==> config.mk <==
export PLATFORM = sky130hd
export DESIGN_NAME = sync_spi_slave
export DESIGN_NICKNAME = d
export VERILOG_FILES = /design/src/rtl/spis_pkg.sv /design/src/rtl/spis_sync.sv /design/src/rtl/spis_edge.sv /design/src/rtl/spis_shift.sv /design/src/rtl/sync_spi_slave.sv
export SDC_FILE = /design/constraint.sdc
export NUM_CORES = 1
export LEC_CHECK = 0
export ABC_AREA = 1
export BUFFER_PORTS_ARGS = -buffer_cell sky130_fd_sc_hd__buf_2
export CAP_MARGIN = 10
export CORE_MARGIN = 1
export CORE_UTILIZATION = 60
export CTS_CLUSTER_SIZE = 8
export DETAILED_ROUTE_END_ITERATION = 10
export GPL_TIMING_DRIVEN = 1
export MAX_ROUTING_LAYER = met4
export PLACE_DENSITY_LB_ADDON = 0.25
export SLEW_MARGIN = 20
export SYNTH_ARGS = -nofsm -noshare
export SYNTH_HDL_FRONTEND = slang
export SYNTH_SLANG_ARGS = --single-unit
==> constraint.sdc <==
create_clock -name clk -period 3.1 [get_ports clk]
set_input_delay 0.62 -clock clk [delete_from_list [all_inputs] [get_ports clk]]
set_output_delay 0.62 -clock clk [all_outputs]
set_load 0.05 [all_outputs]
==> src/rtl/spis_pkg.sv <==
package spis_pkg;

    // Pin bundle carried through the synchronizer
    typedef struct packed {
        logic sck;
        logic mosi;
        logic ss_n;
    } spi_pins_t;

    // Reset image: clock low, data idle high, select inactive
    localparam spi_pins_t PINS_RST = '{sck: 1'b0, mosi: 1'b1, ss_n: 1'b1};

    // Events derived from synchronized pins, one system clock wide
    typedef struct packed {
        logic act;    // select active (level)
        logic start;  // select just became active
        logic samp;   // sampling edge of the serial clock
        logic shft;   // shifting edge of the serial clock
    } spi_evt_t;

    // Direction of the current word on a shared data line
    typedef enum logic {
        TURN_RX = 1'b0,
        TURN_TX = 1'b1
    } turn_e;

endpackage

==> src/rtl/spis_sync.sv <==
module spis_sync
    import spis_pkg::*;
#(
    parameter int SYNC_STAGES = 2
) (
    input  logic      clk,
    input  logic      rst,
    input  spi_pins_t pins_i,
    output spi_pins_t sync_o,
    output spi_pins_t prev_o
);

    // Stage SYNC_STAGES is the extra edge-detect stage
    for (genvar g = 0; g <= SYNC_STAGES; g++) begin : g_stage
        spi_pins_t q;
        if (g == 0) begin : g_first
            always_ff @(posedge clk) begin
                if (rst) q <= PINS_RST;
                else     q <= pins_i;
            end
        end else begin : g_next
            always_ff @(posedge clk) begin
                if (rst) q <= PINS_RST;
                else     q <= g_stage[g-1].q;
            end
        end
    end

    assign sync_o = g_stage[SYNC_STAGES-1].q;
    assign prev_o = g_stage[SYNC_STAGES].q;

endmodule

==> src/rtl/spis_edge.sv <==
module spis_edge
    import spis_pkg::*;
(
    input  logic      clk,
    input  logic      rst,
    input  logic      cpol,
    input  logic      cpha,
    input  spi_pins_t sync_i,
    input  spi_pins_t prev_i,
    output spi_evt_t  evt_o
);

    logic away_now, away_old, lead, trail;

    // "away" = serial clock outside its idle level
    assign away_now = sync_i.sck ^ cpol;
    assign away_old = prev_i.sck ^ cpol;

    always_comb begin
        evt_o.act   = !sync_i.ss_n;
        evt_o.start = !sync_i.ss_n && prev_i.ss_n;
        lead        = evt_o.act && !evt_o.start && away_now && !away_old;
        trail       = evt_o.act && !evt_o.start && !away_now && away_old;
        evt_o.samp  = cpha ? trail : lead;
        evt_o.shft  = cpha ? lead  : trail;
    end

    assert_events_exclusive_R3: assert property (@(posedge clk) disable iff (rst)
        $onehot0({evt_o.start, evt_o.samp, evt_o.shft}));

endmodule

==> src/rtl/spis_shift.sv <==
module spis_shift
    import spis_pkg::*;
#(
    parameter int WORD_W = 8
) (
    input  logic              clk,
    input  logic              rst,
    input  spi_evt_t          evt,
    input  logic              mosi_s,
    input  logic              cpha,
    input  logic              lsb_first,
    input  logic              three_wire,
    input  logic [WORD_W-1:0] tx_word,
    output logic              miso,
    output logic              oe,
    output logic [WORD_W-1:0] rx_word,
    output logic              rx_valid
);

    localparam int CNT_W = (WORD_W > 2) ? $clog2(WORD_W) : 1;
    localparam logic [CNT_W-1:0] LAST = CNT_W'(WORD_W - 1);

    logic [WORD_W-1:0] tx_sr, rx_sr, rx_next, tx_shifted;
    logic [CNT_W-1:0]  cnt;
    logic              pend_load;
    turn_e             turn;
    logic              done, shift_ok;

    always_comb begin
        rx_next    = lsb_first ? {mosi_s, rx_sr[WORD_W-1:1]}
                               : {rx_sr[WORD_W-2:0], mosi_s};
        tx_shifted = lsb_first ? (tx_sr >> 1) : (tx_sr << 1);
        done       = evt.samp && (cnt == LAST);
        shift_ok   = !three_wire || (turn == TURN_TX);
    end

    assign miso = lsb_first ? tx_sr[0] : tx_sr[WORD_W-1];

    always_ff @(posedge clk) begin
        if (rst) begin
            tx_sr     <= '0;
            rx_sr     <= '0;
            rx_word   <= '0;
            rx_valid  <= 1'b0;
            cnt       <= '0;
            pend_load <= 1'b0;
            turn      <= TURN_RX;
            oe        <= 1'b0;
        end else begin
            rx_valid <= 1'b0;
            if (!evt.act) begin
                cnt       <= '0;
                pend_load <= 1'b0;
                turn      <= TURN_RX;
                oe        <= 1'b0;
            end else if (evt.start) begin
                tx_sr     <= tx_word;
                cnt       <= '0;
                pend_load <= 1'b0;
                turn      <= TURN_RX;
                oe        <= !three_wire;
            end else begin
                if (evt.samp) begin
                    rx_sr <= rx_next;
                    if (done) begin
                        cnt      <= '0;
                        rx_word  <= rx_next;
                        rx_valid <= !(three_wire && turn == TURN_TX);
                        turn     <= (three_wire && turn == TURN_RX) ? TURN_TX : TURN_RX;
                        oe       <= !three_wire || (cpha && turn == TURN_RX);
                        if (cpha) tx_sr     <= tx_word;
                        else      pend_load <= 1'b1;
                    end else begin
                        cnt <= cnt + 1'b1;
                    end
                end
                if (evt.shft) begin
                    if (pend_load) begin
                        tx_sr     <= tx_word;
                        pend_load <= 1'b0;
                        oe        <= !three_wire || (turn == TURN_TX);
                    end else if (shift_ok && !(cpha && cnt == '0)) begin
                        tx_sr <= tx_shifted;
                    end
                end
            end
        end
    end

    assert_valid_single_R7: assert property (@(posedge clk) disable iff (rst)
        rx_valid |=> !rx_valid);

    assert_valid_after_sample_R3: assert property (@(posedge clk) disable iff (rst)
        rx_valid |-> $past(evt.samp));

    assert_oe_needs_select_R12: assert property (@(posedge clk) disable iff (rst)
        !evt.act |=> !oe);

    assert_miso_only_on_event_R2: assert property (@(posedge clk) disable iff (rst)
        !(evt.start || evt.samp || evt.shft) |=> $stable(miso));

    assert_no_valid_tx_turn_R11: assert property (@(posedge clk) disable iff (rst)
        (three_wire && turn == TURN_TX && done && evt.act && !evt.start) |=> !rx_valid);

endmodule

==> src/rtl/sync_spi_slave.sv <==
module sync_spi_slave
    import spis_pkg::*;
#(
    parameter int WORD_W      = 8,
    parameter int SYNC_STAGES = 2
) (
    input  logic              clk,
    input  logic              rst,
    input  logic              cpol,
    input  logic              cpha,
    input  logic              lsb_first,
    input  logic              three_wire,
    input  logic              sck_in,
    input  logic              mosi_in,
    input  logic              ss_n_in,
    input  logic [WORD_W-1:0] tx_word,
    output logic              miso_out,
    output logic              miso_oe,
    output logic [WORD_W-1:0] rx_word,
    output logic              rx_valid
);

    spi_pins_t pins, pins_s, pins_p;
    spi_evt_t  evt;

    assign pins = '{sck: sck_in, mosi: mosi_in, ss_n: ss_n_in};

    spis_sync #(.SYNC_STAGES(SYNC_STAGES)) u_sync (
        .clk    (clk),
        .rst    (rst),
        .pins_i (pins),
        .sync_o (pins_s),
        .prev_o (pins_p)
    );

    spis_edge u_edge (
        .clk    (clk),
        .rst    (rst),
        .cpol   (cpol),
        .cpha   (cpha),
        .sync_i (pins_s),
        .prev_i (pins_p),
        .evt_o  (evt)
    );

    spis_shift #(.WORD_W(WORD_W)) u_shift (
        .clk        (clk),
        .rst        (rst),
        .evt        (evt),
        .mosi_s     (pins_s.mosi),
        .cpha       (cpha),
        .lsb_first  (lsb_first),
        .three_wire (three_wire),
        .tx_word    (tx_word),
        .miso       (miso_out),
        .oe         (miso_oe),
        .rx_word    (rx_word),
        .rx_valid   (rx_valid)
    );

endmodule

==> results_dict.tcl, run 1 <==
set metrics [dict create \
    ir_drop_uv 314.4 \
    dp_hpwl_um 3398 \
    synthesis.area_um2 2138 \
    htreeDepth 2 \
    cp_common_cell "buf_2" \
    post_cts_buffers 0 \
    synth_edf_count 0 \
    antenna_found_initial 0 \
    critPathLaunch "lsb_first" \
    area_growth_pct 8.835 \
    critPathCaptureType "output pin" \
    critical_path.top_delay_family "buffers and inverters" \
    grt_usage 0.2849 \
    synth_area_leader_cell "dfxtp_1" \
    max_stage_delay_ns 0.30 \
    hp-class "reg2reg" \
    numPortBuffers 27 \
    grt_max_degree 23 \
    fin_worst_skew_ns 0.01936 \
    status "finished clean" \
    p_leak_nw 1.075 \
    crit_arrival_ns 1.36 \
    hold_buffers 0 \
    syn_nets 336 \
    async_flop_share 0 \
    synthDistinctLibCells 31 \
    setup_violations 0 \
    relSlewSlack 0.7124 \
    clkSinkCount 39 \
    tritoncts "built" \
    diodes 0 \
    finalCriticalPeriod_ns 1.980 \
    fin_util 0.6920 \
    worst_pin_slew_ns 0.4308 \
    worstSetupPathType "in2out" \
    start_util 0.6358 \
    grt_pass1_wl_um 7728 \
    core_um2 3363 \
    rsz0062_at_grt "no" \
    synth_cells 316 \
    maxCapViolations 0 \
    synthDominantCellAreaShare 0.3651 \
    path_clk_slew_ns 0.10 \
    fmax_mhz 505.1 \
    synth_common_cells "nand2_1, inv_1, dfxtp_1" \
    wl_per_cell_um 12.25 \
    clockBufferDepth 2 \
    die_w_um 61.70 \
    start_kind "input port" \
    synth_most_common_cell "nand2_1" \
    gp_congestion 0.9659 \
    worstPathCellList "buf_2, nand2_1, o21ai_0, buf_2" \
    dieArea_um2 3806 \
    cts_resized 0 \
    r2r-end "u_shift.tx_sr[7]" \
    crit_required_ns 2.48 \
    r2r-start "u_shift.cnt[0]" \
    avgSynthCellArea_um2 6.767 \
    vias 2061 \
    routed_wl_um 4718 \
    power_density_nw_per_um2 386.9 \
    slew_viol_final 0 \
    reg2reg_slack_ns 1.14 \
    drt_pass1_iterations 5 \
    grt_pass1_vias 1748 \
    synth_warnings 0 \
    die_h_um 61.70 \
    gr-total-overflow 0 \
    hold_viol_final 0 \
    layout.nets 358 \
    cp_max_fo 18 \
    cp.depth 4 \
    drc 0 \
    period_share 0.6387 \
    synth_seq_cells 39 \
    ant_nets 0 \
    endpoint "miso_out" \
    synthTopCellsByArea "dfxtp_1, nand2_1, inv_1, o21ai_0, a21oi_1" \
    synth_ff_type "dfxtp_1" \
    cp_slowest_cell "buf_2" \
    pin_count 28 \
    drive_gt1_frac 0.1652 \
    hold_depth 2 \
    viasPerCell 5.353 \
    yosysSeqAreaShare 0.3651 \
    cts_inserted_buffers 5 \
    reg2reg_depth 13 \
    num_rows 21 \
    root_buffer "clkbuf_4" \
    crit_buf_inv 2 \
    fillCellCount 327 \
    drtIter0Drc 145 \
    insertion_delay_ns 0.36 \
    finalSetupTns_ns 0 \
]
## per-layer routing
layer | share of wire | GRT usage | wire, um
met5 | 0 | - | 0
met4 | 0.014 | 0.1111 | 68
met3 | 0.070 | 0.06832 | 329
met2 | 0.44 | 0.4147 | 2057
met1 | 0.48 | 0.3806 | 2262
## tightest hold or removal path: cells and delay by family (launching register included)
kind	cells	cell delay [ns]
DFF	1	0.31
and+or+nand+nor	1	0.03
buffers and inverters	1	0.04
## cells by family after synthesis
family / synth area share
AOI/OAI and AO/OA: 0.1861
adders and majority gates: 0.01756
buffers and inverters: 0.1042
DFF: 0.3651
and+or+nand+nor: 0.3271
## report_power, final
part / internal (mW) / switching, mW
logic: 0.0374 / 0.0747
clock network: 0.0876 / 0.175
registers: 0.517 / 0.00849
## area by class of cell
class	instances	area, um^2	share of cell area
sequential	39	780.7	0.3355
clock inverter	2	12.51	0.005376
multi-input combinational	222	1135	0.4876
clock buffer	6	41.29	0.01774
timing repair buffer	28	142.6	0.06129
tap	46	57.56	0.02473
inverter	42	157.7	0.06774
## how the worst min path moves through the flow
stage	slack [ns]	end	from
after floorplan	0.39	u_sync.sync_o[2]	u_sync.g_stage[0].q[2]
after global placement	0.39	u_sync.sync_o[2]	u_sync.g_stage[0].q[2]
after detailed placement	0.40	u_sync.sync_o[0]	u_sync.g_stage[0].q[0]
after CTS	0.42	u_sync.sync_o[2]	u_sync.g_stage[0].q[2]
after global routing	0.44	u_sync.g_stage[0].q[1]	mosi_in
final	0.41	u_sync.sync_o[2]	u_sync.g_stage[0].q[2]
## sequential cells by signal, summed over array words and instances, names as in the netlist
register and count:
u_shift.oe 1, u_shift.cnt 3, u_shift.tx_sr 8, u_shift.turn 1
u_shift.rx_word 8, u_sync.sync_o 3, u_sync.prev_o 2, u_sync.g_stage.q 3
u_shift.pend_load 1, u_shift.rx_valid 1, u_shift.rx_sr 8
## per-stage QoR
step | hold WS [ns] | worst slack (ns) | instances | cell area, um^2 | total power [mW]
after floorplan | 0.3883 | 0.3910 | 316 | 2138 | 0.6165
after global placement | 0.3945 | 0.8921 | 377 | 2273 | 0.6459
after detailed placement | 0.3963 | 0.8555 | 377 | 2273 | 0.6479
after CTS | 0.4162 | 1.124 | 385 | 2327 | 0.9047
after global routing | 0.4404 | 0.9266 | 385 | 2327 | 0.9411
final | 0.4126 | 1.120 | 385 | 2327 | 0.9004
## placed cells by master (no fill, tap or decap), types with 3 or more instances in the layout
cell / instances
buf_2: 27
a22oi_1: 5
clkbuf_4: 5
nand2_1: 88
nor2_1: 17
inv_1: 40
nand3_1: 21
nand4_1: 6
o21ai_0: 30
a21oi_1: 26
dfxtp_1: 39
or2_2: 5
ha_1: 3
(Power assumes the default switching activity.)
==> inputs of run 2 (changes only) <==
CORE_UTILIZATION = 57   (was 60)
clock period = 2 ns   (was 3.1 ns; I/O delays follow)
==> results_dict.tcl, run 2 (same netlist as run 1, synthesis figures left out) <==
set metrics [dict create \
    clockBufferDepth 2 \
    slew_viol_final 0 \
    grt_usage 0.2784 \
    hold_viol_final 0 \
    vias 2126 \
    top_regs "u_shift.rx_sr: 8 flops, u_shift.rx_word: 8 flops, u_shift.tx_sr: 8 flops" \
    layout_commonest_cell "nand2_1" \
    die_h_um 63.25 \
    diodes 0 \
    ant_nets 0 \
    clkSinkCount 39 \
    dieArea_um2 4001 \
    fin_worst_skew_ns 0.005663 \
    post_cts_buffers 0 \
    hold_buffers 0 \
    cp_max_fo 11 \
    hold_slack_ns 0.2763 \
    hp-class "in2reg" \
    drc 0 \
    pin_count 28 \
    antenna_found_initial 0 \
    tritoncts "built" \
    drt_pass1_iterations 5 \
    top_usage_layer "met2" \
    grt_use_met1 0.3537 \
    root_buffer "clkbuf_8" \
    finalSetupTns_ns 0 \
    period_share 0.9191 \
    crit_arrival_ns 2.04 \
    num_rows 21 \
    status "finished clean" \
    die_w_um 63.25 \
    path_clk_slew_ns 0.08 \
    layout.nets 366 \
    fin_ws_ns 0.1619 \
    crit_required_ns 2.20 \
    drive_gt1_frac 0.1873 \
    htreeDepth 2 \
    worstSetupPathType "reg2reg" \
    dp_hpwl_um 3437 \
    worst_pin_slew_ns 0.4477 \
    relSlewSlack 0.7016 \
    critPathCaptureType "flip-flop" \
    fin_util 0.7053 \
    drtIter0Drc 250 \
    cts_resized 0 \
    grt_max_degree 22 \
    fmax_mhz 544.0 \
    insertion_delay_ns 0.30 \
    rsz0062_at_grt "no" \
    power_density_nw_per_um2 682.2 \
    p_leak_nw 1.145 \
    viasPerCell 5.410 \
    gr-total-overflow 0 \
    start_kind "flip-flop" \
    cts_inserted_buffers 5 \
    start_util 0.6165 \
    setup_violations 0 \
    final_cell_mix "nand2_1, inv_1, dfxtp_1" \
    gp_congestion 0.9510 \
    grt_pass1_wl_um 8466 \
    grt_pass1_vias 1884 \
    core_um2 3468 \
    ir_drop_uv 645.5 \
    place_ws_ns 0.2145 \
    met2_usage 0.4167 \
    routed_wl_um 4967 \
    finalCriticalPeriod_ns 1.838 \
    numPortBuffers 27 \
    gr-usage-met3 0.07065 \
    area_growth_pct 14.39 \
    wl_per_cell_um 12.64 \
    maxCapViolations 0 \
]
==> run 2: changes by cell type in the layout (fill, tap and decap cells not counted), sizes merged <==
cell / previous run / this run
clkbuf: 6 / 5
bufinv: 0 / 1
clkinvlp: 1 / 0
buf: 28 / 36
clkinv: 1 / 2
==> run 2: stage by stage <==
stage          cells  power [mW]  instance area (um^2)
2_1_floorplan    316      0.9558                  2138
4_1_cts          393       1.672                  2446
3_5_place_dp     385       1.014                  2333
6_report         393       1.669                  2446
5_1_grt          393       1.736                  2446
3_3_place_gp     385       1.011                  2333
==> run 2: power breakdown <==
part / switching, mW / total (mW) / internal, mW
clock: 0.298 / 0.670 / 0.371
combinational: 0.118 / 0.184 / 0.0653
sequential: 0.0143 / 0.815 / 0.801
==> run 2: critical path, stage by stage, from the launching register on <==
cell and delay (ns):
dfxtp_1 0.34, ha_1 0.15, ha_1 0.43, inv_1 0.21, nor2_4 0.22, inv_2 0.14
nand2_1 0.09, nand3_1 0.06, nand2_1 0.06, a21oi_1 0.05
==> run 2: cell type report <==
| type | instances | area, um^2 |
|---|---|---|
| fill | 319 | 1022 |
| timing repair buffer | 36 | 202.7 |
| tap | 46 | 57.56 |
| sequential | 39 | 780.7 |
| multi-input combinational | 222 | 1135 |
| clock buffer | 5 | 68.82 |
| inverter | 42 | 157.7 |
| clock inverter | 3 | 43.79 |
==> run 2: final timing paths <==
kind                                              from                      to  slack (ns)  cells after the start
worst max register to register          u_shift.cnt[0]              u_shift.oe        0.16                      9
worst min-delay path                           mosi_in  u_sync.g_stage[0].q[1]        0.28                      2
worst min register to register  u_sync.g_stage[0].q[2]        u_sync.sync_o[2]        0.41                      2
worst max-delay path                    u_shift.cnt[0]              u_shift.oe        0.16                      9
==> run 2: routing by layer <==
layer / wire length [um] / share of wire / vias up
li1: - / - / 1076
met5: 0 / 0 / -
met4: 46 / 0.0093 / 0
met2: 2231 / 0.45 / 101
met1: 2248 / 0.45 / 942
met3: 440 / 0.089 / 7
